## src/rtl/pmc_pkg.sv

```systemverilog
package pmc_pkg;
  localparam int CTRL_W   = 4;
  localparam int BIT_IDLE = 0;
  localparam int BIT_PD   = 1;
  localparam int BIT_GF0  = 2;
  localparam int BIT_GF1  = 3;

  typedef enum logic [2:0] {
    ST_RUN    = 3'd0,
    ST_IDLE   = 3'd1,
    ST_PD_OFF = 3'd2,
    ST_PD_OSC = 3'd3,
    ST_PD_REL = 3'd4
  } pmc_state_e;

  typedef enum logic {
    SRC_EXT = 1'b0,
    SRC_KBD = 1'b1
  } wake_src_e;
endpackage

```

## src/rtl/pmc_ctrl_reg.sv

```systemverilog
module pmc_ctrl_reg
  import pmc_pkg::*;
(
  input  logic              clk,
  input  logic              rst_n,
  input  logic              we,
  input  logic [CTRL_W-1:0] wdata,
  input  logic              clr_idle,
  input  logic              clr_pd,
  output logic              idle_req,
  output logic              pd_req,
  output logic [CTRL_W-1:0] rdata
);
  logic       idle_q, idle_d;
  logic       pd_q, pd_d;
  logic [1:0] gf_q, gf_d;

  always_comb begin
    idle_d = idle_q;
    pd_d   = pd_q;
    gf_d   = gf_q;
    if (we) begin
      // power-down wins when both requests arrive together
      idle_d = wdata[BIT_IDLE] & ~wdata[BIT_PD];
      pd_d   = wdata[BIT_PD];
      gf_d   = {wdata[BIT_GF1], wdata[BIT_GF0]};
    end
    if (clr_idle) idle_d = 1'b0;
    if (clr_pd)   pd_d   = 1'b0;
  end

  always_ff @(posedge clk or negedge rst_n) begin
    if (!rst_n) begin
      idle_q <= 1'b0;
      pd_q   <= 1'b0;
      gf_q   <= 2'b00;
    end else begin
      idle_q <= idle_d;
      pd_q   <= pd_d;
      gf_q   <= gf_d;
    end
  end

  assign idle_req = idle_q;
  assign pd_req   = pd_q;
  assign rdata    = {gf_q, pd_q, idle_q};

  assert_pd_wins_R6: assert property (@(posedge clk) disable iff (!rst_n)
    (we && wdata[BIT_IDLE] && wdata[BIT_PD] && !clr_pd) |=> (pd_q && !idle_q));

  assert_flags_kept_R4: assert property (@(posedge clk) disable iff (!rst_n)
    (!we) |=> $stable(gf_q));
endmodule

```

## src/rtl/pmc_wake_qual.sv

```systemverilog
module pmc_wake_qual #(
  parameter int NUM_EXT     = 2,
  parameter int SYNC_STAGES = 2
) (
  input  logic               clk,
  input  logic               rst_n,
  input  logic [NUM_EXT-1:0] ext_n,
  input  logic [NUM_EXT-1:0] ext_en,
  input  logic               kbd_irq,
  input  logic               kbd_en,
  input  logic               arm_clr,
  input  logic               arm_act,
  output logic               ext_low_hit,
  output logic               ext_release,
  output logic               kbd_hit
);
  logic [NUM_EXT-1:0] pin_low;
  logic [NUM_EXT-1:0] armed_q, armed_d;
  logic [SYNC_STAGES-1:0] kbd_sync_q;

  genvar gi;
  generate
    for (gi = 0; gi < NUM_EXT; gi++) begin : g_pin
      logic [SYNC_STAGES-1:0] sync_q;
      always_ff @(posedge clk or negedge rst_n) begin
        if (!rst_n) sync_q <= '1;
        else        sync_q <= {sync_q[SYNC_STAGES-2:0], ext_n[gi]};
      end
      assign pin_low[gi] = ~sync_q[SYNC_STAGES-1];

      assert_arm_low_pin_R10: assert property (@(posedge clk) disable iff (!rst_n)
        (arm_act && !arm_clr && ext_en[gi] && pin_low[gi]) |=> armed_q[gi]);
      assert_no_arm_disabled_R7: assert property (@(posedge clk) disable iff (!rst_n)
        (arm_clr) |=> !armed_q[gi]);
    end
  endgenerate

  always_ff @(posedge clk or negedge rst_n) begin
    if (!rst_n) kbd_sync_q <= '0;
    else        kbd_sync_q <= {kbd_sync_q[SYNC_STAGES-2:0], kbd_irq};
  end

  always_comb begin
    armed_d = armed_q;
    if (arm_clr)      armed_d = '0;
    else if (arm_act) armed_d = armed_q | (ext_en & pin_low);
  end

  always_ff @(posedge clk or negedge rst_n) begin
    if (!rst_n) armed_q <= '0;
    else        armed_q <= armed_d;
  end

  assign ext_low_hit = |(ext_en & pin_low);
  assign ext_release = |(armed_q & ~pin_low);
  assign kbd_hit     = kbd_en & kbd_sync_q[SYNC_STAGES-1];
endmodule

```

## src/rtl/pmc_seq_fsm.sv

```systemverilog
module pmc_seq_fsm
  import pmc_pkg::*;
#(
  parameter int STAB_W  = 8,
  parameter int KBD_DLY = 1024
) (
  input  logic              clk,
  input  logic              rst_n,
  input  logic              idle_req,
  input  logic              pd_req,
  input  logic              irq_pend,
  input  logic              ext_low_hit,
  input  logic              ext_release,
  input  logic              kbd_hit,
  input  logic              osc_ready,
  input  logic [STAB_W-1:0] stab_limit,
  output logic              clr_idle,
  output logic              clr_pd,
  output logic              arm_clr,
  output logic              arm_act,
  output logic              cpu_clk_en,
  output logic              per_clk_en,
  output logic              osc_en,
  output logic              strobe_hold,
  output logic              port_hold
);
  localparam int KBD_W = $clog2(KBD_DLY + 1);
  localparam int CNT_W = (KBD_W > STAB_W) ? KBD_W : STAB_W;

  pmc_state_e       st_q, st_d;
  wake_src_e        src_q, src_d;
  logic [CNT_W-1:0] cnt_q, cnt_d;
  logic [CNT_W-1:0] target;
  logic             cnt_done;

  assign target   = (src_q == SRC_KBD) ? CNT_W'(KBD_DLY) : CNT_W'(stab_limit);
  assign cnt_done = ({1'b0, cnt_q} + (CNT_W+1)'(1)) >= {1'b0, target};

  always_comb begin
    st_d     = st_q;
    src_d    = src_q;
    cnt_d    = cnt_q;
    clr_idle = 1'b0;
    clr_pd   = 1'b0;
    unique case (st_q)
      ST_RUN: begin
        cnt_d = '0;
        if (pd_req)        st_d = ST_PD_OFF;
        else if (idle_req) st_d = ST_IDLE;
      end
      ST_IDLE: begin
        if (irq_pend) begin
          st_d     = ST_RUN;
          clr_idle = 1'b1;
        end
      end
      ST_PD_OFF: begin
        cnt_d = '0;
        if (ext_low_hit) begin
          st_d  = ST_PD_OSC;
          src_d = SRC_EXT;
        end else if (kbd_hit) begin
          st_d  = ST_PD_OSC;
          src_d = SRC_KBD;
        end
      end
      ST_PD_OSC: begin
        if (osc_ready) begin
          if (cnt_done) begin
            if (src_q == SRC_KBD) begin
              st_d   = ST_RUN;
              clr_pd = 1'b1;
            end else begin
              st_d = ST_PD_REL;
            end
          end else begin
            cnt_d = cnt_q + CNT_W'(1);
          end
        end
      end
      ST_PD_REL: begin
        if (ext_release) begin
          st_d   = ST_RUN;
          clr_pd = 1'b1;
        end
      end
      default: st_d = ST_RUN;
    endcase
  end

  always_ff @(posedge clk or negedge rst_n) begin
    if (!rst_n) begin
      st_q  <= ST_RUN;
      src_q <= SRC_EXT;
      cnt_q <= '0;
    end else begin
      st_q  <= st_d;
      src_q <= src_d;
      cnt_q <= cnt_d;
    end
  end

  always_comb begin
    cpu_clk_en  = (st_q == ST_RUN);
    per_clk_en  = (st_q == ST_RUN) || (st_q == ST_IDLE);
    osc_en      = (st_q != ST_PD_OFF);
    strobe_hold = (st_q != ST_RUN);
    port_hold   = (st_q != ST_RUN);
    arm_clr     = (st_q == ST_RUN) || (st_q == ST_IDLE);
    arm_act     = (st_q == ST_PD_OFF) || (st_q == ST_PD_OSC) || (st_q == ST_PD_REL);
  end

  assert_idle_wake_R3: assert property (@(posedge clk) disable iff (!rst_n)
    (st_q == ST_IDLE && irq_pend) |=> cpu_clk_en);

  assert_pd_no_stray_wake_R5: assert property (@(posedge clk) disable iff (!rst_n)
    (st_q == ST_PD_OFF && !ext_low_hit && !kbd_hit) |=> !osc_en);

  assert_osc_start_qualified_R8: assert property (@(posedge clk) disable iff (!rst_n)
    $rose(osc_en) |-> $past(ext_low_hit || kbd_hit));

  assert_cpu_after_ready_R9: assert property (@(posedge clk) disable iff (!rst_n)
    ($rose(cpu_clk_en) && $past(st_q) == ST_PD_OSC) |-> $past(osc_ready));

  assert_rel_waits_pin_R8: assert property (@(posedge clk) disable iff (!rst_n)
    (st_q == ST_PD_REL && !ext_release) |=> !cpu_clk_en);
endmodule

```

## src/rtl/pwr_mode_ctrl.sv

```systemverilog
module pwr_mode_ctrl
  import pmc_pkg::*;
#(
  parameter int NUM_EXT     = 2,
  parameter int STAB_W      = 8,
  parameter int KBD_DLY     = 1024,
  parameter int SYNC_STAGES = 2
) (
  input  logic               clk,
  input  logic               rst_n,
  input  logic               ctrl_we,
  input  logic [3:0]         ctrl_wdata,
  output logic [3:0]         ctrl_rd,
  input  logic               irq_pend,
  input  logic [NUM_EXT-1:0] ext_n,
  input  logic [NUM_EXT-1:0] ext_en,
  input  logic               kbd_irq,
  input  logic               kbd_en,
  input  logic               osc_ready,
  input  logic [STAB_W-1:0]  stab_limit,
  output logic               cpu_clk_en,
  output logic               per_clk_en,
  output logic               osc_en,
  output logic               strobe_hold,
  output logic               port_hold
);
  logic [1:0] rst_sync_q;
  logic       rst_n_i;
  logic       idle_req, pd_req, clr_idle, clr_pd;
  logic       arm_clr, arm_act;
  logic       ext_low_hit, ext_release, kbd_hit;

  // reset asserts at once, releases on the clock
  always_ff @(posedge clk or negedge rst_n) begin
    if (!rst_n) rst_sync_q <= 2'b00;
    else        rst_sync_q <= {rst_sync_q[0], 1'b1};
  end
  assign rst_n_i = rst_sync_q[1];

  pmc_ctrl_reg u_reg (
    .clk      (clk),
    .rst_n    (rst_n_i),
    .we       (ctrl_we),
    .wdata    (ctrl_wdata),
    .clr_idle (clr_idle),
    .clr_pd   (clr_pd),
    .idle_req (idle_req),
    .pd_req   (pd_req),
    .rdata    (ctrl_rd)
  );

  pmc_wake_qual #(
    .NUM_EXT     (NUM_EXT),
    .SYNC_STAGES (SYNC_STAGES)
  ) u_wake (
    .clk         (clk),
    .rst_n       (rst_n_i),
    .ext_n       (ext_n),
    .ext_en      (ext_en),
    .kbd_irq     (kbd_irq),
    .kbd_en      (kbd_en),
    .arm_clr     (arm_clr),
    .arm_act     (arm_act),
    .ext_low_hit (ext_low_hit),
    .ext_release (ext_release),
    .kbd_hit     (kbd_hit)
  );

  pmc_seq_fsm #(
    .STAB_W  (STAB_W),
    .KBD_DLY (KBD_DLY)
  ) u_fsm (
    .clk         (clk),
    .rst_n       (rst_n_i),
    .idle_req    (idle_req),
    .pd_req      (pd_req),
    .irq_pend    (irq_pend),
    .ext_low_hit (ext_low_hit),
    .ext_release (ext_release),
    .kbd_hit     (kbd_hit),
    .osc_ready   (osc_ready),
    .stab_limit  (stab_limit),
    .clr_idle    (clr_idle),
    .clr_pd      (clr_pd),
    .arm_clr     (arm_clr),
    .arm_act     (arm_act),
    .cpu_clk_en  (cpu_clk_en),
    .per_clk_en  (per_clk_en),
    .osc_en      (osc_en),
    .strobe_hold (strobe_hold),
    .port_hold   (port_hold)
  );

  assert_pd_cpu_off_R5: assert property (@(posedge clk) disable iff (!rst_n_i)
    (!osc_en) |-> (!cpu_clk_en && !per_clk_en));
endmodule

```

## config.mk

```make
export PLATFORM = sky130hd
export DESIGN_NAME = pwr_mode_ctrl
export DESIGN_NICKNAME = d
export VERILOG_FILES = /design/src/rtl/pmc_pkg.sv /design/src/rtl/pmc_ctrl_reg.sv /design/src/rtl/pmc_wake_qual.sv /design/src/rtl/pmc_seq_fsm.sv /design/src/rtl/pwr_mode_ctrl.sv
export SDC_FILE = /design/constraint.sdc
export NUM_CORES = 1
export LEC_CHECK = 0
export ABC_AREA = 1
export BUFFER_PORTS_ARGS = -buffer_cell sky130_fd_sc_hd__buf_2
export CORE_ASPECT_RATIO = 0.5
export CORE_MARGIN = 4
export CORE_UTILIZATION = 35
export CTS_BUF_LIST = sky130_fd_sc_hd__clkbuf_8
export DETAILED_ROUTE_END_ITERATION = 10
export HOLD_SLACK_MARGIN = 0.02
export PLACE_DENSITY = 0.54
export SLEW_MARGIN = 40
export SYNTH_ARGS = -nofsm -noshare
export SYNTH_HDL_FRONTEND = slang
export SYNTH_HIERARCHICAL = 1
export SYNTH_SLANG_ARGS = --single-unit
```

## constraint.sdc

```tcl
create_clock -name clk -period 2.54 [get_ports clk]
set_clock_uncertainty 0.2 [all_clocks]
set_input_delay 0 -clock clk [delete_from_list [all_inputs] [get_ports clk]]
set_output_delay 0 -clock clk [all_outputs]
set_load 0.005 [all_outputs]
```

==> impl_metrics.toml, run 1 <==
[logic_synthesis]
synth.most_common_cell = "nand2_1"
ys_warn_count = 6
ys_seq_area_frac = 0.397
synth_flop_cell = "dfrtp_1"
synth.area.top_cells = "dfrtp_1 (34%), nand2_1 (15%), ha_1 (6.8%)"
syn-num-nets = 284
yosysUniqueCellTypes = 28
ys_ff_latch = 29
avgSynthCellArea_um2 = 7.34
syn_inst = 251
async_flop_share = 1.00
synth_top_area_cell = "dfrtp_1"
synth-edff-count = 0
synthTopCellsByCount = "nand2_1 (72), inv_1 (33), nor2_1 (27), dfrtp_1 (25), nand3_1 (24)"
synthesis.area_mm2 = 0.00184
synth_top_area_frac = 0.340

[place]
post-place-ws_ns = -0.0613
gp_congestion = 0.854
dp.cells = 356
hpwl_um = 3310
io_buffers = 31

[floorplanning]
die_w_um = 111
top_level_ports = 32
rows = 18
initial_core_util = 0.368
coreArea_mm2 = 0.00500
fp.dieH_um = 59.3
die_area_mm2 = 0.00656

[clock_tree]
cts_htree_levels = 2
cts_tree = "yes"
clockRootBuffer = "clkbuf_8"
numCtsBuffers = 5
clk_pin_slew_worst_paths_ns = 0.06
ctsLongestPathBuffers = 2
cts.sinks = 29
clock_latency_ns = 0.27

[pwr]
p_per_area_mw_per_mm2 = 660
p_comb_frac = 0.430
leakagePower_nw = 1.40
p_int_mw = 1.07
p_clk_frac = 0.234
swShare = 0.391
peakVddDrop_mv = 0.382
p_sw_uw = 685
seq_power_share = 0.336
power.total_mw = 1.75

[setup_path]
arrival_ns = 2.57
timing.rr.end = "u_reg/pd_req"
worstPathRequired_ns = 2.55
r2r_slack_ns = -0.03
ff2ff_path_depth = 17
path_class = "reg2reg"
cp_max_fo = 5
critPathCaptureType = "flip-flop"
startpoint_type = "flip-flop"
rr_startpoint = "u_fsm/cnt_q[1]"

[detailed_routing]
drcViolationCount = 0
antenna_left = 0
vias = 1770
wl_per_cell_um = 11.6
drtPass1Iterations = 4
wl_um = 4570
viasPerCell = 4.49
drt_iter0_drc = 42

[global_routing]
grt_pass1_wl_um = 7570
grt_pass1_vias = 1708
antenna_found_initial = 0
globalRouteTotalUtil = 0.144
gr-total-overflow = 0
grt_max_degree = 13

[timing]
tightestPinTransition_ns = 0.629
hold_viol = 0
slew_violations = 0
period_share = 1.01
fmax_mhz = 390
final.setup.worst_slack_ns = -0.0264
finalCriticalPeriod_ns = 2.57
final.setup.tns_ns = -0.0825
rsz0062_at_grt = "yes"
setup_viol_count_final = 7
relSlewSlack = 0.580

[run_status]
violations = "negative setup slack"
status = "complete, but fails checks"

[layout]
instances_no_fill = 394
antenna_cells = 0
finish.net_count = 356
postLayoutCoreUtil = 0.531
fillCellCount = 516
layout-drive-gt1-share = 0.327
area_growth_pct = 44.1

[hold_path]
hp-class = "in2reg"
holdPathStages = 5
hp-start = "osc_ready"
hold_end = "u_fsm/st_q[1]"

[flow_run]
maxCapViolCount = 0
[logic make-up (layout without fill, tap and decap cells)]
group | after synthesis | after routing | synth area share
simple gates | 143 | 143 | 0.340
buf+inv | 47 | 120 | 0.113
flops | 29 | 29 | 0.397
compound gates | 16 | 16 | 0.0564
fa+ha+maj | 10 | 10 | 0.0679
xor+xnor | 5 | 5 | 0.0238
other cells | 1 | 1 | 0.00204
[cell usage in the layout, fill, tap and decap left out, types with 3 or more instances in the layout]
master / n
clkbuf_8: 7
ha_1: 8
nand2_2: 10
o22ai_1: 3
nand2_4: 3
nor3_1: 4
buf_4: 22
dfstp_2: 4
nand2_1: 66
inv_1: 32
a21oi_1: 5
nand3_1: 19
inv_2: 4
dlygate4sd3_1: 20
nand3_2: 4
dfrtp_1: 23
buf_2: 31
xor2_1: 3
nor2_1: 26
[area by class of cell]
| cell class | instances | area [um2] | share of cell area |
|---|---|---|---|
| multi-input cells | 175 | 1050 | 0.397 |
| clock buffers | 7 | 96.3 | 0.0363 |
| repair buffers | 74 | 532 | 0.200 |
| flip-flops and latches | 29 | 733 | 0.276 |
| well taps | 70 | 87.6 | 0.0330 |
| clock inverters | 1 | 5.00 | 0.00189 |
| inverters | 38 | 145 | 0.0547 |
[worst max path at each step]
stage / from / end / slack [ns] / cells past startpoint
3_3_place_gp: u_fsm/cnt_q[0] / u_reg/pd_req / -0.07 / 18
4_1_cts: u_fsm/cnt_q[1] / u_reg/pd_req / -0.05 / 17
6_report: u_fsm/cnt_q[1] / u_reg/pd_req / -0.03 / 17
5_1_grt: u_fsm/cnt_q[0] / u_reg/pd_req / -0.21 / 17
2_1_floorplan: u_fsm/cnt_q[0] / u_reg/pd_req / -0.003 / 18
3_5_place_dp: u_fsm/cnt_q[0] / u_reg/pd_req / -0.06 / 18
[worst max-delay path, cell delays in order, from the launching register on]
cell,delay [ns]
dfrtp_2,0.43
nand3_4,0.10
nor2_4,0.13
nand2_2,0.09
xor2_2,0.17
inv_2,0.07
ha_4,0.22
a21o_1,0.17
nor2_1,0.10
nand3_1,0.08
nor2_1,0.11
nand2_1,0.07
nand2_2,0.07
nand2_2,0.06
nand2_4,0.12
o22ai_4,0.08
o21bai_1,0.15
nor2_1,0.10
[timing repair]
action | CTS | global route
pin swaps | 13 | 15
setup endpoints to repair | 12 | 15
hold buffers | 20 | 0
endpoints found under the hold margin | 15 | 0
gates resized for setup | 12 | 20
setup buffers | 7 | 3
[power by group through the flow]
stage                     combinational, mW  clock, mW  sequential [mW]
after floorplan                       0.516          0            0.573
after global placement                0.654          0            0.585
after detailed placement              0.660          0            0.588
after CTS                             0.731      0.428            0.579
after global routing                  0.857      0.454            0.599
final                                 0.753      0.410            0.588
[routing by layer]
layer	track usage	vias to the layer above	routed length [um]
met5	0	-	0
met4	0.0368	0	42
met3	0.0347	5	262
met2	0.247	46	2100
met1	0.186	801	2160
li1	-	918	-
[metrics by stage]
stage	hold WS, ns	area [um2]
after CTS	0.0216	2540
after global placement	-0.413	2120
after global routing	0.0749	2650
after floorplan	-0.496	1850
final	0.0517	2650
after detailed placement	-0.412	2120
[registers in the layout (all words and copies together), names as in the netlist, 2 cells and up]
register and flops:
u_fsm/cnt_q 11, rst_sync_q 2, u_wake/g_pin.sync_q 4, u_wake/armed_q 2, u_fsm/st_q 3, u_reg/gf_q 2
u_wake/kbd_sync_q 2
No activity file was read; power rests on OpenSTA's default activity.
==> run 2: changes to the inputs <==
--- a/config.mk
+++ b/config.mk
@@ -15,2 +15,3 @@
 export HOLD_SLACK_MARGIN = 0.02
+export MAX_ROUTING_LAYER = met4
 export PLACE_DENSITY = 0.54
==> constraint.sdc (replaced) <==
create_clock -name clk -period 2.54 [get_ports clk]
set_clock_uncertainty 0.2 [all_clocks]
set_input_delay 0.127 -clock clk [delete_from_list [all_inputs] [get_ports clk]]
set_output_delay 0.127 -clock clk [all_outputs]
set_load 0.005 [all_outputs]
==> impl_metrics.toml, run 2 (same netlist as run 1, synthesis figures left out) <==
[pwr]
peakVddDrop_mv = 0.383
p_comb_frac = 0.430
seq_power_share = 0.336
leakagePower_nw = 1.40
p_clk_frac = 0.235
swShare = 0.392
p_per_area_mw_per_mm2 = 661
p_int_mw = 1.07
p_sw_uw = 687

[place]
io_buffers = 31
placed_area_mm2 = 0.00212
dp.cells = 356
gp_congestion = 0.868
hpwl_um = 3310

[timing]
final.setup.worst_slack_ns = -0.0286
period_share = 1.01
fmax_mhz = 389
finalCriticalPeriod_ns = 2.57
slew_violations = 0
rsz0062_at_grt = "yes"
setup_viol_count_final = 7
hold_ws_ns = 0.134
tightestPinTransition_ns = 0.616
relSlewSlack = 0.588
hold_viol = 0

[layout]
postLayoutCellArea_mm2 = 0.00265
instances_no_fill = 394
layout-drive-gt1-share = 0.327
final_cell_mix = "nand2_1 (66), inv_1 (32), buf_2 (31), nor2_1 (26), dfrtp_1 (23)"
regMostFlops = "u_fsm/cnt_q"
antenna_cells = 0
largest_register_ffs = 11
finish.net_count = 356
fillCellCount = 516
largestRegisters = "u_fsm/cnt_q: 11 flops, u_wake/g_pin.sync_q: 4 flops, u_fsm/st_q: 3 flops"
final_common_cell = "nand2_1"
area_growth_pct = 44.1

[floorplanning]
fp.dieH_um = 59.3
die_w_um = 111
coreArea_mm2 = 0.00500
top_level_ports = 32
die_area_mm2 = 0.00656
rows = 18
initial_core_util = 0.368

[setup_path]
crit_path_cell_trace = "nand3_4, nor2_4, nand2_2, xor2_2, inv_2, ha_4, a21o_1, nor2_1, nand3_1, nor2_1, nand2_1, nand2_2, nand2_2, nand2_4, o22ai_4, o21bai_1, nor2_1"
worst-path-buf-inv = 1
cp_max_fo = 5
worstPathRequired_ns = 2.55
path_class = "reg2reg"
slowest_delay_ns = 0.43
path_delay_family = "simple AND/OR/NAND/NOR gates"
critPathCaptureType = "flip-flop"
startpoint_type = "flip-flop"
slowest_stage = "dfrtp_2"
arrival_ns = 2.57

[clock_tree]
cts.sinks = 29
cts_htree_levels = 2
cts_tree = "yes"
clockRootBuffer = "clkbuf_8"
ctsLongestPathBuffers = 2
clk_pin_slew_worst_paths_ns = 0.06
numCtsBuffers = 5
clock_latency_ns = 0.27

[run_status]
status = "complete, but fails checks"
violations = "negative setup slack"

[detailed_routing]
drt_iter0_drc = 42
antenna_left = 0
wl_per_cell_um = 11.6
viasPerCell = 4.51
drtPass1Iterations = 5
drcViolationCount = 0
wl_um = 4560
vias = 1775

[flow_run]
maxCapViolCount = 0

[global_routing]
grt_pass1_vias = 1707
gr-total-overflow = 0
grt_pass1_wl_um = 7570
grt_max_degree = 13
antenna_found_initial = 0
grt-busiest-layer = "met2"
grt_util_met1 = 0.188
grt_util_met3 = 0.0326
met2_usage = 0.246
globalRouteTotalUtil = 0.148

[hold_path]
hp-class = "reg2async"
-- run 2: cell counts in the layout (fill, tap and decap cells not counted) --
No cell type changed its count.
-- run 2: worst paths after layout --
check | start | to | slack, ns | cells after the start
max reg2reg | u_fsm/cnt_q[1] | u_reg/pd_req | -0.03 | 17
max in group asynchronous | rst_sync_q[1] | u_reg/idle_req | 1.39 | 1
min reg2reg | rst_sync_q[1] | u_wake/g_pin[1].sync_q[0] | 0.13 | 0
max | u_fsm/cnt_q[1] | u_reg/pd_req | -0.03 | 17
min in group clk | rst_sync_q[0] | rst_sync_q[1] | 0.15 | 0
min | rst_sync_q[1] | u_wake/g_pin[1].sync_q[0] | 0.13 | 0
-- run 2: timing repair --
action                                 CTS  global route
pin swaps                               13            15
setup buffers                            7             3
setup endpoints to repair               12            15
resized for setup                       12            20
hold buffers                            20             0
endpoints found under the hold margin   15             0
-- run 2: layout make-up --
class	count	area (um2)	share of cell area
clock buffers	7	96.3	0.0363
clock inverters	1	5.00	0.00189
inverters	38	145	0.0547
multi-input cells	175	1050	0.397
flip-flops and latches	29	733	0.276
well taps	70	87.6	0.0330
repair buffers	74	532	0.200
-- run 2: power by group through the flow --
stage | combinational (mW) | sequential, mW | clock [mW]
6_report | 0.753 | 0.589 | 0.411
5_1_grt | 0.857 | 0.599 | 0.454
4_1_cts | 0.731 | 0.579 | 0.428
3_5_place_dp | 0.660 | 0.588 | 0
3_3_place_gp | 0.654 | 0.585 | 0
2_1_floorplan | 0.516 | 0.573 | 0
-- run 2: per-stage QoR --
stage / worst slack [ns] / TNS, ns / util / total power [mW]
4_1_cts: -0.0518 / -0.337 / 0.508 / 1.74
3_3_place_gp: -0.0680 / -0.176 / 0.425 / 1.24
3_5_place_dp: -0.0613 / -0.467 / 0.425 / 1.25
5_1_grt: -0.209 / -2.29 / 0.531 / 1.91
6_report: -0.0286 / -0.0907 / 0.531 / 1.75
2_1_floorplan: -0.00346 / -0.00346 / - / 1.09
-- run 2: routing by layer --
metal  routed length (um)  part of all wire
met1                 2220              0.49
met2                 2080              0.46
met3                  219             0.048
met4                   42            0.0092
met5                    0                 0
